### src/rtl/xret_pkg.sv
package xret_pkg;
  typedef enum logic [2:0] {
    OP_IOFF      = 3'd0,
    OP_ION       = 3'd1,
    OP_XRET      = 3'd2,
    OP_XRET_KEEP = 3'd3,
    OP_DBGRET    = 3'd4
  } xret_op_e;

  typedef enum logic [1:0] {
    MODE_KERN = 2'd0,
    MODE_SUPV = 2'd1,
    MODE_USER = 2'd2,
    MODE_ERRK = 2'd3
  } priv_mode_e;

  localparam int unsigned ST_IE   = 0;
  localparam int unsigned ST_EXL  = 1;
  localparam int unsigned ST_ERL  = 2;
  localparam int unsigned ST_KSU0 = 3;
  localparam int unsigned ST_KSU1 = 4;

  localparam int unsigned NUM_RA   = 3;
  localparam int unsigned RA_SEL_W = $clog2(NUM_RA);
  localparam int unsigned RA_EXC   = 0;
  localparam int unsigned RA_ERR   = 1;
  localparam int unsigned RA_DBG   = 2;
endpackage

### src/rtl/xret_addr_bank.sv
module xret_addr_bank
  import xret_pkg::*;
#(
  parameter int W = 32
) (
  input  logic                           clk,
  input  logic                           rst_n,
  input  logic                           wr_en,
  input  logic [RA_SEL_W-1:0]            wr_sel,
  input  logic [W-1:0]                   wr_data,
  output logic [NUM_RA-1:0][W-1:0]       ra_q
);
  for (genvar i = 0; i < NUM_RA; i++) begin : g_slot
    always_ff @(posedge clk) begin
      if (!rst_n) begin
        ra_q[i] <= '0;
      end else if (wr_en && (wr_sel == RA_SEL_W'(i))) begin
        ra_q[i] <= wr_data;
      end
    end
  end
endmodule

### src/rtl/xret_status_unit.sv
module xret_status_unit
  import xret_pkg::*;
#(
  parameter int W = 32
) (
  input  logic         clk,
  input  logic         rst_n,
  input  logic         cmd_valid,
  input  logic [2:0]   cmd_op,
  input  logic         st_we,
  input  logic [W-1:0] st_wdata,
  input  logic         dbg_enter,
  output logic [W-1:0] status_q,
  output logic         dm_q,
  output logic [W-1:0] old_status_q,
  output logic [1:0]   mode
);
  localparam logic [W-1:0] ST_RESET = W'(1) << ST_ERL;

  xret_op_e op;
  assign op = xret_op_e'(cmd_op);

  always_ff @(posedge clk) begin
    if (!rst_n) begin
      status_q     <= ST_RESET;
      dm_q         <= 1'b0;
      old_status_q <= '0;
    end else if (cmd_valid) begin
      case (op)
        OP_IOFF: begin
          old_status_q    <= status_q;
          status_q[ST_IE] <= 1'b0;
        end
        OP_ION: begin
          old_status_q    <= status_q;
          status_q[ST_IE] <= 1'b1;
        end
        OP_XRET, OP_XRET_KEEP: begin
          if (status_q[ST_ERL]) status_q[ST_ERL] <= 1'b0;
          else                  status_q[ST_EXL] <= 1'b0;
        end
        OP_DBGRET: dm_q <= 1'b0;
        default: ;
      endcase
    end else begin
      if (st_we)     status_q <= st_wdata;
      if (dbg_enter) dm_q     <= 1'b1;
    end
  end

  priv_mode_e mode_e;
  always_comb begin
    if (status_q[ST_ERL])                 mode_e = MODE_ERRK;
    else if (status_q[ST_EXL] || dm_q)    mode_e = MODE_KERN;
    else if (status_q[ST_KSU1])           mode_e = MODE_USER;
    else if (status_q[ST_KSU0])           mode_e = MODE_SUPV;
    else                                  mode_e = MODE_KERN;
  end
  assign mode = mode_e;

  assert_erl_first_R4: assert property (@(posedge clk) disable iff (!rst_n)
    (cmd_valid && (op == OP_XRET || op == OP_XRET_KEEP) && status_q[ST_ERL])
    |=> (!status_q[ST_ERL] && status_q[ST_EXL] == $past(status_q[ST_EXL])));

  assert_exl_clear_R5: assert property (@(posedge clk) disable iff (!rst_n)
    (cmd_valid && (op == OP_XRET || op == OP_XRET_KEEP) && !status_q[ST_ERL])
    |=> (!status_q[ST_EXL] && !status_q[ST_ERL]));

  assert_dbg_keeps_levels_R7: assert property (@(posedge clk) disable iff (!rst_n)
    (cmd_valid && op == OP_DBGRET)
    |=> (!dm_q && status_q[ST_ERL:ST_EXL] == $past(status_q[ST_ERL:ST_EXL])));

  assert_cmd_drops_write_R11: assert property (@(posedge clk) disable iff (!rst_n)
    (cmd_valid && op == OP_DBGRET && dbg_enter) |=> !dm_q);
endmodule

### src/rtl/xret_redirect_unit.sv
module xret_redirect_unit
  import xret_pkg::*;
#(
  parameter int W = 32
) (
  input  logic                     clk,
  input  logic                     rst_n,
  input  logic                     cmd_valid,
  input  logic [2:0]               cmd_op,
  input  logic                     erl,
  input  logic [NUM_RA-1:0][W-1:0] ra_q,
  input  logic                     ll_we,
  input  logic [W-1:0]             ll_wdata,
  output logic                     redir_valid,
  output logic [W-1:0]             redir_pc,
  output logic                     redir_isa,
  output logic [W-1:0]             lladdr
);
  localparam logic [W-1:0] LL_CLEARED = W'(1);

  xret_op_e op;
  assign op = xret_op_e'(cmd_op);

  logic         is_ret;
  logic [W-1:0] target;
  always_comb begin
    is_ret = 1'b0;
    target = ra_q[RA_EXC];
    case (op)
      OP_XRET, OP_XRET_KEEP: begin
        is_ret = 1'b1;
        target = erl ? ra_q[RA_ERR] : ra_q[RA_EXC];
      end
      OP_DBGRET: begin
        is_ret = 1'b1;
        target = ra_q[RA_DBG];
      end
      default: ;
    endcase
  end

  always_ff @(posedge clk) begin
    if (!rst_n) begin
      redir_valid <= 1'b0;
      redir_pc    <= '0;
      redir_isa   <= 1'b0;
    end else begin
      redir_valid <= cmd_valid && is_ret;
      if (cmd_valid && is_ret) begin
        redir_pc  <= {target[W-1:1], 1'b0};
        redir_isa <= target[0];
      end
    end
  end

  always_ff @(posedge clk) begin
    if (!rst_n)                         lladdr <= LL_CLEARED;
    else if (cmd_valid && op == OP_XRET) lladdr <= LL_CLEARED;
    else if (ll_we)                      lladdr <= ll_wdata;
  end

  assert_ll_cleared_R6: assert property (@(posedge clk) disable iff (!rst_n)
    (cmd_valid && op == OP_XRET) |=> (lladdr == LL_CLEARED));

  assert_ll_kept_R6: assert property (@(posedge clk) disable iff (!rst_n)
    (cmd_valid && op == OP_XRET_KEEP && !ll_we) |=> $stable(lladdr));

  assert_pc_even_R10: assert property (@(posedge clk) disable iff (!rst_n)
    redir_valid |-> !redir_pc[0]);
endmodule

### src/rtl/xret_ctrl_unit.sv
module xret_ctrl_unit
  import xret_pkg::*;
#(
  parameter int W = 32
) (
  input  logic                clk,
  input  logic                rst_n,
  input  logic                cmd_valid,
  input  logic [2:0]          cmd_op,
  input  logic                st_we,
  input  logic [W-1:0]        st_wdata,
  input  logic                dbg_enter,
  input  logic                ra_we,
  input  logic [RA_SEL_W-1:0] ra_sel,
  input  logic [W-1:0]        ra_wdata,
  input  logic                ll_we,
  input  logic [W-1:0]        ll_wdata,
  output logic                redir_valid,
  output logic [W-1:0]        redir_pc,
  output logic                redir_isa,
  output logic [W-1:0]        old_status,
  output logic [1:0]          priv_mode,
  output logic [W-1:0]        lladdr
);
  logic [NUM_RA-1:0][W-1:0] ra_q;
  logic [W-1:0]             status_q;
  logic                     dm_q;

  xret_addr_bank #(.W(W)) u_bank (
    .clk(clk), .rst_n(rst_n), .wr_en(ra_we), .wr_sel(ra_sel),
    .wr_data(ra_wdata), .ra_q(ra_q)
  );

  xret_status_unit #(.W(W)) u_status (
    .clk(clk), .rst_n(rst_n), .cmd_valid(cmd_valid), .cmd_op(cmd_op),
    .st_we(st_we), .st_wdata(st_wdata), .dbg_enter(dbg_enter),
    .status_q(status_q), .dm_q(dm_q), .old_status_q(old_status),
    .mode(priv_mode)
  );

  xret_redirect_unit #(.W(W)) u_redir (
    .clk(clk), .rst_n(rst_n), .cmd_valid(cmd_valid), .cmd_op(cmd_op),
    .erl(status_q[ST_ERL]), .ra_q(ra_q), .ll_we(ll_we), .ll_wdata(ll_wdata),
    .redir_valid(redir_valid), .redir_pc(redir_pc), .redir_isa(redir_isa),
    .lladdr(lladdr)
  );

  assert_no_redirect_R9: assert property (@(posedge clk) disable iff (!rst_n)
    (!cmd_valid || cmd_op == 3'd0 || cmd_op == 3'd1 || cmd_op > 3'd4) |=> !redir_valid);

  assert_redirect_R9: assert property (@(posedge clk) disable iff (!rst_n)
    (cmd_valid && cmd_op >= 3'd2 && cmd_op <= 3'd4) |=> redir_valid);

  assert_errk_mode_R8: assert property (@(posedge clk) disable iff (!rst_n)
    status_q[ST_ERL] |-> (priv_mode == 2'd3));
endmodule

### config.mk
export PLATFORM = sky130hd
export DESIGN_NAME = xret_ctrl_unit
export DESIGN_NICKNAME = d
export VERILOG_FILES = /design/src/rtl/xret_pkg.sv /design/src/rtl/xret_addr_bank.sv /design/src/rtl/xret_status_unit.sv /design/src/rtl/xret_redirect_unit.sv /design/src/rtl/xret_ctrl_unit.sv
export SDC_FILE = /design/constraint.sdc
export NUM_CORES = 1
export LEC_CHECK = 0
export ABC_AREA = 0
export BUFFER_PORTS_ARGS = -buffer_cell sky130_fd_sc_hd__buf_4
export CAP_MARGIN = 20
export CORE_MARGIN = 3
export CORE_UTILIZATION = 54
export DETAILED_ROUTE_END_ITERATION = 8
export PLACE_DENSITY = 0.8
export SLEW_MARGIN = 15
export SYNTH_ARGS = -nofsm -noshare
export SYNTH_HDL_FRONTEND = slang
export SYNTH_HIERARCHICAL = 1
export SYNTH_SLANG_ARGS = --single-unit
### constraint.sdc
create_clock -name clk -period 1.7 [get_ports clk]
set_input_delay 0.17 -clock clk [delete_from_list [all_inputs] [get_ports clk]]
set_output_delay 0.17 -clock clk [all_outputs]
set_load 0.01 [all_outputs]
==> results list, run 1 <==
* Pleak: 5.66 nW
- The total overflow left after global routing is 0.
- The signal on the critical path passes through buf_4 > buf_12 > mux2_2 > a22oi_1 > a21oi_1.
- The first routing iteration left 437 violations.
- By count the netlist is led by sky130_fd_sc_hd__nand2_1 (255), sky130_fd_sc_hd__dfxtp_1 (226), sky130_fd_sc_hd__mux2i_1 (128), sky130_fd_sc_hd__a21boi_1 (40), sky130_fd_sc_hd__buf_2 (35).
- The die covers 18500 µm².
- Grouping stages by cell kind, the critical path spends the most delay in buffers and inverters.
* Most frequently used cell type in the post-synthesis netlist: sky130_fd_sc_hd__nand2_1
- Critical Path AT: 1.97 ns
- Sequential cells were found to cover 49.7% of the synthesized design area.
- STA classifies the critical path endpoint as a register.
- Boundary pin count: 208
- Average wire per cell in the routed design: 18.3 µm
- Hold Vio Cnt, Final: 0
- Insertion delay to the later sink of the worst-skew pair: 0.50 ns
- Post-route cell area: 12600 µm²
* CP startpoint kind: register
* Data required time at the worst endpoint: 2.08 ns
- Met3 Resource Use GR: 6.07%
- A synthesized cell averages 9.66 µm².
- Setup repair after global routing left no endpoint under its margin.
- Non-filler instance count after layout: 1454
- Pin count of the biggest net entering global routing: 46
- For this design the ratio of total power to cell area is 991 nW/µm².
* Layout cell share with drive strength beyond 1: 25.5%
- The tightest min-delay check is of the input port to register type.
* Global-route wire length before repair: 42.1 mm
* CTS Buffer Depth: 3
- Number of enable-type register cells in the synthesized netlist: 0
- The worst path uses 93.4% of the clock period.
* GRT Overall Usage: 28.2%
- Fin. max-slew vios: 0
* Number of nets in the finished design: 1329
- Setup violations remaining at the end of the flow were counted as 0.
* Slew Limit Headroom: 41.7%
- Biggest area contributors in the synthesized netlist: sky130_fd_sc_hd__dfxtp_1 (50%), sky130_fd_sc_hd__mux2i_1 (14%), sky130_fd_sc_hd__nand2_1 (11%)
- Once the floorplan was initialized, standard cells occupied 56.3% of the core.
* Flops & latches, synth: 226
- In this run the worst path has a maximum fanout of 20.
* Count of port buffers added during placement: 206
- Total number of yosys warnings: 6
- Max-cap violation count: 0
- Summing over every cut layer, the via total after detailed routing is 7970.
- For this run, the slowest stage of the critical path takes 0.41 ns.
* Total routed wirelength: 26.6 mm
* Vias in the first global route: 8077
- Compared with the post-synthesis result, the final layout area differs by 38.2%.
- For this run, design rule violations remaining after detail routing come to 0.
- In the synthesized netlist the dominant register cell turns out to be sky130_fd_sc_hd__dfxtp_1.
- In this run the cell area of the synthesized design comes to 9110 µm².
- Maximum ir drop on the vdd rail: 0.740 mV
- Routability-driven placement finished with a final weighted congestion of 0.788.
- After legalization and detailed placement, the total HPWL measured 15.0 mm.
* Number of H-tree levels: 1
- Clock buffer count from CTS: 24
- Die extent in x: 136 µm
* Area share of the largest cell type after synthesis: 49.7%
* Result of the run: complete, no violations
- TritonCTS clock tree: built
- Clock Skew: 0.00566 ns
- Max frequency: 630 MHz
- Of all cell types, the one taking the most synthesized area is sky130_fd_sc_hd__dfxtp_1.
- Clock-pin slew was measured on the worst setup and hold paths at 0.06 ns.
* Async SR Flop Fraction: 0%
* Count of mapped cells out of synthesis: 943
- The worst path needs 1.59 ns of the cycle, external delays included.
- After detailed placement, the design holds a cell count of 1314.
- Die span in y: 136 µm
- The initial antenna violation count came to 2.
- The setup path with the least slack is of type register to register.
* Post-Route Utilization: 77.8%
* Clock Sinks: 226
- Using the TritonRoute via totals, the vias-per-cell ratio works out to 5.48.
- In this run the clock root is driven by a sky130_fd_sc_hd__clkbuf_16.
* Standard-cell row count: 46
* Final total negative setup slack: 0 ns
- The floorplan step defined a core boundary enclosing 16200 µm².
* GR peak layer: met2
- Iteration count of the initial detailed-routing pass: 5
- The number of different library cells used by synthesis comes to 35.
* Antenna-violating nets left: 0
- Synthesis produced a netlist with a net count of 1051.
- For this design, the slowest cell found on the critical path is sky130_fd_sc_hd__dfxtp_4.
- Number of buffer and inverter stages on the critical path: 2
- GRT met2 Usage: 48.7%
- GR met1 Demand/Resource: 34.3%
- Summing all placed instances gives a cell area of 10800 µm².
* Actual transition at the worst max-transition pin: 0.871 ns
final cells by class:
class / instances / area [µm²]
repair buffers: 334 / 2890
inverters: 2 / 7.51
clock buffers: 35 / 733
well taps: 216 / 270
fillers: 1002 / 3580
multi-input cells: 633 / 4070
flip-flops and latches: 226 / 4530
diodes: 2 / 5.00
clock inverters: 6 / 80.1
flip-flops by register name, indices dropped and copies added, names as in the netlist:
signal	cells
u_bank/ra_q	96
u_redir/lladdr	32
u_status/old_status_q	32
u_status/status_q	32
u_redir/redir_pc	31
u_redir/redir_isa	1
u_redir/redir_valid	1
u_status/dm_q	1
metrics by stage:
stage	setup WS, ns	power (mW)	hold slack [ns]
6_report	0.113	12.5	0.0392
3_5_place_dp	0.164	7.00	0.400
5_1_grt	0.0615	12.9	0.0439
4_1_cts	0.110	12.5	0.0246
3_3_place_gp	0.198	6.97	0.392
2_1_floorplan	0.254	6.43	0.294
cells in the final DEF, fill, tap and decap left out, types with 2 or more instances in the layout:
master / count
sky130_fd_sc_hd__nand2_1: 255
sky130_fd_sc_hd__buf_4: 225
sky130_fd_sc_hd__dfxtp_1: 225
sky130_fd_sc_hd__mux2i_1: 128
sky130_fd_sc_hd__dlygate4sd3_1: 97
sky130_fd_sc_hd__a21boi_1: 40
sky130_fd_sc_hd__nor2_1: 33
sky130_fd_sc_hd__o31ai_1: 33
sky130_fd_sc_hd__mux2_2: 32
sky130_fd_sc_hd__a22oi_1: 32
sky130_fd_sc_hd__a21oi_1: 32
sky130_fd_sc_hd__clkbuf_16: 25
sky130_fd_sc_hd__a21boi_0: 22
sky130_fd_sc_hd__buf_12: 11
sky130_fd_sc_hd__clkbuf_8: 7
sky130_fd_sc_hd__clkinv_2: 4
sky130_fd_sc_hd__nand3_1: 4
sky130_fd_sc_hd__clkbuf_1: 3
sky130_fd_sc_hd__nor3b_4: 3
sky130_fd_sc_hd__nand3b_1: 3
sky130_fd_sc_hd__diode_2: 2
sky130_fd_sc_hd__bufinv_16: 2
sky130_fd_sc_hd__nor2b_2: 2
sky130_fd_sc_hd__inv_1: 2
sky130_fd_sc_hd__nor3_1: 2
routing by layer:
metal,routed length (µm),up-vias
met3,2140,80
li1,-,3772
met2,12800,342
met1,10700,3776
met5,0,-
met4,976,0
what timing repair did:
item	CTS	global route
gates resized for setup	1	0
setup buffers	1	0
hold buffers	97	0
endpoints found under the hold margin	146	0
endpoints found under the setup margin	2	0
logic make-up after synthesis:
family / Yosys count / synth area share (%)
muxes: 160 / 18.0
DFF: 226 / 49.7
other: 1 / 0.0412
and+or+nand+nor: 309 / 13.7
buffers and inverters: 84 / 5.95
AOI/OAI and AO/OA: 163 / 12.6
tightest hold or removal path, stage by stage:
cell,delay (ns)
sky130_fd_sc_hd__buf_6,0.18
sky130_fd_sc_hd__o31ai_1,0.10
sky130_fd_sc_hd__a21oi_1,0.04
worst paths after layout:
path	startpoint	endpoint	slack [ns]	cells past startpoint
max	u_status/status_q[2]$_SDFFE_PN1P_	u_redir/redir_pc[23]$_SDFFE_PN0P_	0.11	5
min	rst_n	u_redir/redir_pc[31]$_SDFFE_PN0P_	0.04	3
min reg2reg	u_status/status_q[6]$_SDFFE_PN0P_	u_status/old_status_q[6]$_SDFFE_PN0P_	0.45	2
max reg2reg	u_status/status_q[2]$_SDFFE_PN1P_	u_redir/redir_pc[23]$_SDFFE_PN0P_	0.11	5
power breakdown:
group	internal [mW]	leakage, nW	switching (mW)
clock network	3.27	0.406	2.07
logic	0.775	3.41	0.703
registers	5.52	1.84	0.135
total	9.57	5.66	2.91
(Power assumes the default switching activity.)
==> run 2: changes to the inputs <==
Settings changed: ABC_AREA 0 to 1, CORE_UTILIZATION 54 to 55, MAX_ROUTING_LAYER from default to met4.
==> run 2 against run 1 <==
Net effect: sequential share of layout area is 1.9 points lower; synthesized cell count increased by 61%; critical path depth shrank 2; largest power group unchanged; via count is 25% higher; largest cell class unchanged; area after synthesis rose by 9.0%; critical path type is now register to output port; power rose by 1.5%.
==> results list, run 2 <==
* Final total negative setup slack: 0 ns (unchanged)
- Average cell area after synthesis: 6.54 µm² (-32%)
- The total via count after detailed routing is 9989 (+25%).
- The number of flip-flops in the largest register is 96 (unchanged).
- Launch point of the critical path: u_status/dm_q$_SDFFE_PN0P_
- The unique cell type count in the Yosys netlist came to 25 (-29%).
* Critical Path AT: 1.52 ns (-0.45 ns)
- Global-route wire length before repair: 46.3 mm (+9.9%)
- The horizontal extent of the die is 140 µm (+3.3%).
* Number of enable-type register cells in the synthesized netlist: 0 (unchanged)
- Number of nets produced by synthesis: 1627 (+55%)
* Pin count of the biggest net entering global routing: 83 (+80%)
- The count of warnings emitted by yosys was 6 (unchanged).
- CTS placed an instance of sky130_fd_sc_hd__clkbuf_16 at the clock tree root.
- The CTS H-tree depth is 1 (unchanged).
* Crit Path Class: register to output port
- Overall die area: 19700 µm² (+6.7%)
- The number of hold-slack violations in the final timing report was 0 (unchanged).
- The initial antenna violation count is 0 (-2).
- The worst hold path begins at st_wdata[1].
- The DRC violations left is 0 (unchanged).
* Area share of the largest cell type after synthesis: 45.6% (-4.1 points)
* Data required time at the worst endpoint: 1.53 ns (-0.55 ns)
- Post-route cell area: 13300 µm² (+5.5%)
* TritonCTS clock tree: built
- The max-capacitance violation count is 0 (unchanged).
* Total grt overflow: 0 (unchanged)
- The post-synth design cell area is 9930 µm² (+9.0%).
- Antenna-violating nets left: 0 (unchanged)
* List of most frequent post-synthesis cells: sky130_fd_sc_hd__nand2_1 (401), sky130_fd_sc_hd__nor2_1 (351), sky130_fd_sc_hd__dfxtp_1 (226), sky130_fd_sc_hd__inv_1 (204), sky130_fd_sc_hd__nand3_1 (98)
- Pleak: 6.77 nW (+19%)
* Biggest area contributors in the synthesized netlist: sky130_fd_sc_hd__dfxtp_1 (46%), sky130_fd_sc_hd__nand2_1 (15%), sky130_fd_sc_hd__nor2_1 (13%)
- In this run the worst hold path is classified as input port to register.
- In the layout the commonest cells are sky130_fd_sc_hd__nand2_1 (400), sky130_fd_sc_hd__nor2_1 (351), sky130_fd_sc_hd__dfxtp_1 (225).
* Relative area change from synthesis to final layout: 33.8%
- The synthesized flop and latch total was 226 (unchanged).
- Initial standard-cell utilization of the core: 56.8% (+0.50 points)
- The wire length after detailed routing was 28.7 mm (+7.9%).
- The worst vdd rail ir drop came to 0.817 mV (+10%).
* Unrepaired setup endpoints after global routing: yes
- The cell area after placement came to 11500 µm² (+6.8%).
* Final setup viols: 0 (unchanged)
* Post-DP HPWL: 16.4 mm (+9.3%)
* Kind of capture point of the worst setup path: output port
- The post-CTS setup buffer count was 0 (-1).
- Clock-pin slew reported for the worst setup and hold paths after clock tree synthesis: 0.06 ns (about the same)
* CP startpoint kind: register
- In this run the critical register-to-register path is launched from u_status/status_q[2]$_SDFFE_PN1P_.
* Max frequency: 591 MHz (-6.2%)
- The number of rows created at floorplan came to 48 (+4.3%).
- The total routing resource utilization after global routing came to 28.9% (+0.70 points).
- The number of global-route vias before repair is 9397 (+16%).
* Count of mapped cells out of synthesis: 1519 (+61%)
* Via-to-Cell Ratio: 4.94 (-9.8%)
- Max FO, Critical Path: 2 (-90%)
- The area of the placeable core was 17500 µm² (+8.1%).
* Post-synth top flop: sky130_fd_sc_hd__dfxtp_1
* Number of nets in the finished design: 1888 (+42%)
- The CTS sink count was 226 (unchanged).
- The I/O pin count was 208 (unchanged).
* Antenna diodes: 0 (-2)
* Share of the cycle needed by the critical path after routing: 99.5% (+6.1 points)
- The async set-reset flop share out of synthesis came to 0% (unchanged).
- Most frequently used cell type in the post-synthesis netlist: sky130_fd_sc_hd__nand2_1
- Minimum period implied by the final worst setup slack: 1.69 ns (+0.104 ns)
- The worst setup skew after layout came to 0.0139 ns (+0.00822 ns).
- Cell taking the most area after synthesis: sky130_fd_sc_hd__dfxtp_1
- The placer congestion estimate is 0.819 (+4.0%).
- u_bank/ra_q holds more flip-flops than any other register.
- The count of buffers inserted at the top-level ports is 206 (unchanged).
- The sequential cell area fraction in the yosys report came to 45.6% (-4.1 points).
- The die height is 140 µm (+3.3%).
* Average wire per cell in the routed design: 14.2 µm (-22%)
- The power density relative to cell area came to 953 nW/µm² (-3.8%).
* Fin. max-slew vios: 0 (unchanged)
* Layout cell share with drive strength beyond 1: 15.4% (-10 points)
* Result of the run: complete, no violations
* Insertion delay to the later sink of the worst-skew pair: 0.52 ns (+0.02 ns)
- The count of fill cells added during filler insertion was 1305 (+30%).
* Initial detailed-routing violation count: 743 (+70%)
- The count of TritonRoute iterations in the first routing pass is 7 (+2).
- The total CTS buffers is 24 (unchanged).
- Most common cell after layout, fill and taps aside: sky130_fd_sc_hd__nand2_1
* CTS Buffer Depth: 3 (unchanged)
==> run 2: cell count changes after synthesis, sizes merged, moves of 33 or more <==
cell    delta
o21ai     +64
a21oi     +34
nand2    +148
nand3     +96
a21boi    -62
mux2i    -128
inv      +205
o31ai     -33
nor2     +320
==> run 2: cell families (layout without fill, tap and decap cells) <==
group / Yosys count / after routing / synth area share, %
AOI/OAI and AO/OA: 131 / 131 / 6.63
buffers and inverters: 301 / 578 / 13.4
DFF: 226 / 226 / 45.6
other: 1 / 1 / 0.0378
and+or+nand+nor: 860 / 860 / 34.3
==> run 2: layer usage <==
metal  vias to the layer above  routed length [µm]  GRT usage [%]
met1                      4473               11400           34.7
li1                       5055                   -              -
met4                         0                 817           9.54
met3                        58                2360           4.92
met5                         -                   0              -
met2                       403               14100           49.3
==> run 2: report_power, final <==
part,internal [mW],switching [mW],total [mW],leakage (nW)
registers,5.60,0.168,5.77,1.85
clock network,2.91,2.07,4.99,0.368
logic,0.862,1.04,1.90,4.54
==> run 2: metrics by stage <==
stage          utilization (%)  hold WS (ns)  cells  power [mW]  worst slack (ns)
5_1_grt                   76.0        0.0494   2021        13.2           -0.0410
6_report                  76.0        0.0291   2021        12.7           0.00881
4_1_cts                   76.0        0.0198   2021        12.7            0.0401
2_1_floorplan                -         0.295   1519        6.84             0.478
3_5_place_dp              66.0         0.391   1880        7.53             0.367
3_3_place_gp              66.0         0.392   1880        7.49             0.398
==> run 2: final cells by class <==
class	count	area (µm²)	share of cell area, %
Multi-Input combinational cell	992	4080	30.7
Clock buffer	40	731	5.50
Tap cell	225	282	2.12
Sequential cell	226	4530	34.1
Timing Repair Buffer	329	2860	21.6
Inverter	207	777	5.85
Clock inverter	2	21.3	0.160
==> run 2: final timing paths <==
kind	endpoint	slack [ns]	cells past startpoint
min reg2reg	u_redir/lladdr[1]$_SDFFE_PP0P_	0.46	2
min	u_status/status_q[1]$_SDFFE_PN0P_	0.03	5
max reg2reg	u_status/status_q[2]$_SDFFE_PN1P_	0.31	4
max	priv_mode[0]	0.009	3
==> run 2: critical path, cell delays in order (launching register included) <==
cell	delay [ns]
sky130_fd_sc_hd__dfxtp_1	0.30
sky130_fd_sc_hd__or2_2	0.30
sky130_fd_sc_hd__o21ai_1	0.23
sky130_fd_sc_hd__buf_4	0.17
==> run 2: timing repair <==
item / in CTS / in global routing
endpoints found under the setup margin: 2 / 2
resized for setup: 2 / 1
hold buffers: 99 / 0
endpoints found under the hold margin: 153 / 0
